$ cat src/rtl/dma_arb_pkg.sv
package dma_arb_pkg;
    // software priority width and encoding
    localparam int PRIO_W = 2;
    typedef enum logic [PRIO_W-1:0] {
        PRIO_LOW   = 2'd0,
        PRIO_MED   = 2'd1,
        PRIO_HIGH  = 2'd2,
        PRIO_VHIGH = 2'd3
    } prio_e;
endpackage

$ cat src/rtl/arb_req_combine.sv
module arb_req_combine #(
    parameter int NUM_CH = 7,
    parameter int LINES  = 6
) (
    input  logic [NUM_CH-1:0]       chan_en,
    input  logic [NUM_CH-1:0]       mem2mem,
    input  logic [NUM_CH*LINES-1:0] lines,
    output logic [NUM_CH-1:0]       req
);
    // one OR group per channel, gated by enable
    for (genvar c = 0; c < NUM_CH; c++) begin : g_ch
        assign req[c] = chan_en[c] & (mem2mem[c] | (|lines[c*LINES +: LINES]));
    end
endmodule

$ cat src/rtl/arb_prio_pick.sv
module arb_prio_pick
    import dma_arb_pkg::*;
#(
    parameter int NUM_CH = 7
) (
    input  logic                     clk,
    input  logic                     rst_n,
    input  logic [NUM_CH-1:0]        req,
    input  logic [NUM_CH*PRIO_W-1:0] prio,
    output logic [NUM_CH-1:0]        win,
    output logic [PRIO_W-1:0]        win_prio
);
    logic found;

    // ascending scan with strict compare: ties keep the lower number
    always_comb begin
        win      = '0;
        win_prio = '0;
        found    = 1'b0;
        for (int c = 0; c < NUM_CH; c++) begin
            if (req[c] && (!found || prio[c*PRIO_W +: PRIO_W] > win_prio)) begin
                win      = '0;
                win[c]   = 1'b1;
                win_prio = prio[c*PRIO_W +: PRIO_W];
                found    = 1'b1;
            end
        end
    end

    for (genvar c = 0; c < NUM_CH; c++) begin : g_chk

        win_not_outranked_chk: assert property (@(posedge clk) disable iff (!rst_n)
            req[c] |-> prio[c*PRIO_W +: PRIO_W] <= win_prio);
    end


    win_onehot_chk: assert property (@(posedge clk) disable iff (!rst_n)
        $onehot0(win));
endmodule

$ cat src/rtl/arb_grant_reg.sv
module arb_grant_reg #(
    parameter int NUM_CH = 7
) (
    input  logic              clk,
    input  logic              rst_n,
    input  logic [NUM_CH-1:0] win,
    input  logic              ack,
    output logic [NUM_CH-1:0] grant
);
    typedef struct packed {
        logic [NUM_CH-1:0] grant;
    } state_t;

    state_t st_d, st_q;

    always_comb begin
        st_d = st_q;
        if (st_q.grant == '0 || ack) begin
            st_d.grant = win;
        end
    end

    always_ff @(posedge clk or negedge rst_n) begin
        if (!rst_n) st_q <= '0;
        else        st_q <= st_d;
    end

    assign grant = st_q.grant;


    grant_hold_chk: assert property (@(posedge clk) disable iff (!rst_n)
        (st_q.grant != '0 && !ack) |=> $stable(st_q.grant));


    idle_stays_idle_chk: assert property (@(posedge clk) disable iff (!rst_n)
        (st_q.grant == '0 && win == '0) |=> st_q.grant == '0);


    grant_onehot_chk: assert property (@(posedge clk) disable iff (!rst_n)
        $onehot0(st_q.grant));
endmodule

$ cat src/rtl/dma_chan_arbiter.sv
module dma_chan_arbiter
    import dma_arb_pkg::*;
#(
    parameter int NUM_CH = 7,
    parameter int LINES  = 6,
    localparam int ID_W  = (NUM_CH > 1) ? $clog2(NUM_CH) : 1
) (
    input  logic                     clk,
    input  logic                     rst_n,
    input  logic [NUM_CH-1:0]        chan_en,
    input  logic [NUM_CH-1:0]        mem2mem,
    input  logic [NUM_CH*LINES-1:0]  periph_req,
    input  logic [NUM_CH*PRIO_W-1:0] prio_lvl,
    input  logic                     xfer_ack,
    output logic [NUM_CH-1:0]        grant,
    output logic [ID_W-1:0]          grant_id,
    output logic                     grant_busy
);
    logic [NUM_CH-1:0] req_vec;
    logic [NUM_CH-1:0] win_vec;
    logic [PRIO_W-1:0] win_prio;

    arb_req_combine #(.NUM_CH(NUM_CH), .LINES(LINES)) u_comb (
        .chan_en (chan_en),
        .mem2mem (mem2mem),
        .lines   (periph_req),
        .req     (req_vec)
    );

    arb_prio_pick #(.NUM_CH(NUM_CH)) u_pick (
        .clk      (clk),
        .rst_n    (rst_n),
        .req      (req_vec),
        .prio     (prio_lvl),
        .win      (win_vec),
        .win_prio (win_prio)
    );

    arb_grant_reg #(.NUM_CH(NUM_CH)) u_greg (
        .clk   (clk),
        .rst_n (rst_n),
        .win   (win_vec),
        .ack   (xfer_ack),
        .grant (grant)
    );

    always_comb begin
        grant_id = '0;
        for (int c = 0; c < NUM_CH; c++) begin
            if (grant[c]) grant_id = ID_W'(c);
        end
    end

    assign grant_busy = |grant;


    granted_was_requesting_chk: assert property (@(posedge clk) disable iff (!rst_n)
        (grant == '0 || xfer_ack) |=> ((grant & $past(req_vec)) == grant));


    id_matches_grant_chk: assert property (@(posedge clk) disable iff (!rst_n)
        grant_busy |-> grant[grant_id]);
endmodule

$ cat config.mk
export PLATFORM = sky130hd
export DESIGN_NAME = dma_chan_arbiter
export DESIGN_NICKNAME = d
export VERILOG_FILES = /design/src/rtl/dma_arb_pkg.sv /design/src/rtl/arb_req_combine.sv /design/src/rtl/arb_prio_pick.sv /design/src/rtl/arb_grant_reg.sv /design/src/rtl/dma_chan_arbiter.sv
export SDC_FILE = /design/constraint.sdc
export NUM_CORES = 1
export LEC_CHECK = 0
export BUFFER_PORTS_ARGS = -buffer_cell sky130_fd_sc_hd__clkbuf_2
export CAP_MARGIN = 20
export CORE_UTILIZATION = 40
export DETAILED_ROUTE_END_ITERATION = 16
export PLACE_DENSITY_LB_ADDON = 0.12
export SYNTH_ARGS = -nofsm -noshare
export SYNTH_HDL_FRONTEND = slang
export SYNTH_SLANG_ARGS = --single-unit
$ cat constraint.sdc
create_clock -name clk -period 2.3 [get_ports clk]
set_clock_uncertainty 0.05 [all_clocks]
set_input_delay 0.345 -clock clk [delete_from_list [all_inputs] [get_ports clk]]
set_output_delay 0.345 -clock clk [all_outputs]
set_load 0.02 [all_outputs]
==> results by group <==
Floorplan
  – Die H: 54.5 microns
  – Core ar.: 2540 sq um
  – Total die area: 2970 sq um
  – Die width: 54.5 microns
  – Ports: 84
  – Starting Density: 43.4%
  – Num rows: 18

Logic synthesis
  – Warnings from Yosys: 0
  – Yosys top cell by area: dfrtp_1
  – Syn_nets: 219
  – Netlist cell types: 40
  – Gate Count Post-Synth: roughly 130
  – Post-synth top area share: between 10% and 20%
  – FF+latch count, synth: 7
  – Synth area leaders: dfrtp_1 16%, ha_1 14%, inv_1 6.5%
  – Sequential area share after synthesis: roughly 16%
  – Post-Synthesis Cell Area: 1100 sq um
  – Syn avg cell area: about 8.2 sq um

Clocking
  – Worst-path clk slew: about 0.07 ns
  – CTS tree: built
  – Clock net sink count: 7
  – # H-tree levels: 1
  – Clk Latency, worst-skew pair: roughly 0.28 ns
  – Clk root buf: clkbuf_4
  – Clock Tree Buf Depth: 2
  – CTS Buf Count: 3

GRT
  – Pin count of the biggest net entering global routing: 8
  – Grt met3 use: around 5.8%
  – Global-route wire length before repair: 7400 microns
  – Gr usage total: 34.2%
  – Gr busiest metal: met2
  – GR Layer Usage met2: 67.3%
  – Antenna violations before repair: 0
  – GRT overflow: 0
  – Met1 GRT Util: 33.9%
  – Vias in the first global route: 1797

Cells and area
  – Commonest non-fill, non-tap cell in the layout: clkbuf_2
  – Layout Nets: about 370
  – Most frequent cells in the layout: 81 x clkbuf_2, 61 x buf_4, 15 x inv_1
  – Share of layout cells above drive strength 1: 76.0%
  – Max reg flops: 7
  – Final core utilization: 96.8%
  – Final instance area: around 2500 sq um
  – Filler Cell Count: 47
  – Synthesis-to-layout area growth: 123%
  – ANT cells: 0

STA
  – Final min period: 7.45 ns
  – Fin. Hold Viols: 0
  – Setup WS post-layout: -5.15 ns
  – Period utilisation layout: 324%
  – WHS: 0.354 ns
  – Fmax: ~130 MHz
  – RSZ-0062 raised after global routing: yes
  – Slew headroom: 52.4%
  – Measured slew at the worst slew-check pin: a little over 0.7 ns
  – Final Max Slew Viols: 0
  – Setup violators final: 7

Worst setup path
  – Worst Setup End Kind: register
  – WP depth: between 40 and 50
  – Delay-heaviest family, CP: compound AO/OA/AOI/OAI gates
  – Worst reg2reg setup slack: -0.05 ns
  – Largest stage delay, worst path: about 0.44 ns
  – Worst Path Required: 2.43 ns
  – Worst setup path endpoint: u_greg.grant[0]
  – Reg-to-reg critical path startpoint: u_greg.grant[4]
  – CP Class: in2reg
  – Setup crit start: periph_req[2]
  – Worst R2R Path Depth: 6
  – Worst Path Buf+Inv: 8
  – Crit path DAT: 7.58 ns
  – Crit path launch type: input port
  – Crit Path Max Fanout: 5
  – Most common cell on crit path: o21ai_2
  – Crit-path slowest cell: a222oi_1
  – RR Endpoint: u_greg.grant[0]

Placed design
  – PortBufs: 83
  – GP Congestion: 0.834
  – Final HPWL DP: around 3300 microns
  – Pre-CTS setup slack: -5.09 ns
  – Placed standard-cell area: around 1900 sq um

Job
  – Max cap viols: 0

Power and ir drop
  – Power per cell area: 817 nW/um^2
  – Tot Pwr: 0.00201 W
  – Worst IR Drop VDD: 1.16 mV
  – Leakage: ~1.2 nW

Routing
  – Starting DRT DRC Count: ~190
  – Via density: 6.68
  – Drt first pass iters: 7
  – ANT nets after route: 0
  – Total wire length: 8090 microns
  – WL/cell: between 20 and 30 microns
  – Residual DRC count: 0
  – Vias after detailed routing: between 2k and 2.5k

Worst hold path
  – Hold Path Class: in2reg
  – Hold path depth: 2

Run status
  – Failing checks: negative setup slack
  – Outcome: complete, but fails checks
[stage by stage]
| step | TNS (ns) | instances |
|---|---|---|
| 6_report | -35.34 | 317 |
| 3_5_place_dp | -34.70 | 290 |
| 4_1_cts | -30.50 | 309 |
| 2_1_floorplan | -31.90 | 134 |
| 5_1_grt | -37.25 | 317 |
| 3_3_place_gp | -32.54 | 290 |
[logic make-up after synthesis]
kind of cell	Yosys count	synth area share [%]
compound gates	56	42.7
fa+ha+maj	12	13.6
buf+inv	19	6.46
flops	7	15.9
simple gates	40	21.3
[how the worst min path moves through the flow]
stage,startpoint,end,slack [ns]
finish,xfer_ack,u_greg.grant[2],0.35
CTS,xfer_ack,u_greg.grant[3],0.33
global placement,rst_n,u_greg.grant[0],0.13
floorplan,rst_n,u_greg.grant[0],-0.0006
global route,xfer_ack,u_greg.grant[1],0.37
detailed placement,rst_n,u_greg.grant[2],0.14
[synth_stat cells]
master,instances
o41ai_2,1
o41a_1,1
or2_2,1
a21boi_2,1
nor2_1,7
nor4_4,1
o31a_2,1
o2bb2ai_1,1
o32ai_1,5
a21boi_0,1
o21ai_2,1
o211ai_2,1
nor2b_1,5
or3_1,2
or4_1,4
a222oi_1,2
a22o_1,2
nor4_1,1
o211ai_1,1
o21a_1,5
o21ai_0,9
inv_1,19
o41ai_1,4
nand3_1,3
a31oi_1,1
nor3_1,1
and2_1,1
dfrtp_1,7
a21oi_1,8
ha_1,12
or4_4,3
o32ai_2,1
a211oi_1,1
o21bai_1,1
nand2_1,11
o221a_2,1
o22ai_1,3
a21o_1,1
o41a_4,2
o31ai_4,1
[where the power goes]
part	total (W)	internal [W]	switching, W	leakage, nW
logic	0.00165	0.000765	0.000884	1.12
registers	0.000236	0.000170	0.0000665	0.0934
clock network	0.000125	0.0000642	0.0000607	0.0177
[final cells by class]
type | instances | area (sq um) | share of cell area (%)
clock buffer | 3 | 22.5 | 0.915
clock inverter | 1 | 5.00 | 0.203
inverter | 19 | 73.8 | 3.00
multi-input combinational | 108 | 1200 | 48.9
sequential | 7 | 175 | 7.11
tap | 30 | 37.5 | 1.52
timing repair buffer | 149 | 943 | 38.3
[layer usage]
layer  vias up  part of all wire (%)  wire length [microns]
met5         -                     0                      0
met4         0                    12                   1000
met3       118                    12                    971
met2       237                    45                   3660
met1       928                    30                   2460
li1        834                     -                      -
[timing repair]
item / in CTS / in global routing
gates cloned: 0 / 0
endpoints found under the setup margin: 7 / 7
gates resized for setup: 28 / 34
pin swaps: 31 / 34
hold buffers: 1 / 0
setup buffers: 15 / 8
endpoints found under the hold margin: 7 / 0
Note: power is estimated with default switching activity, not from simulation.
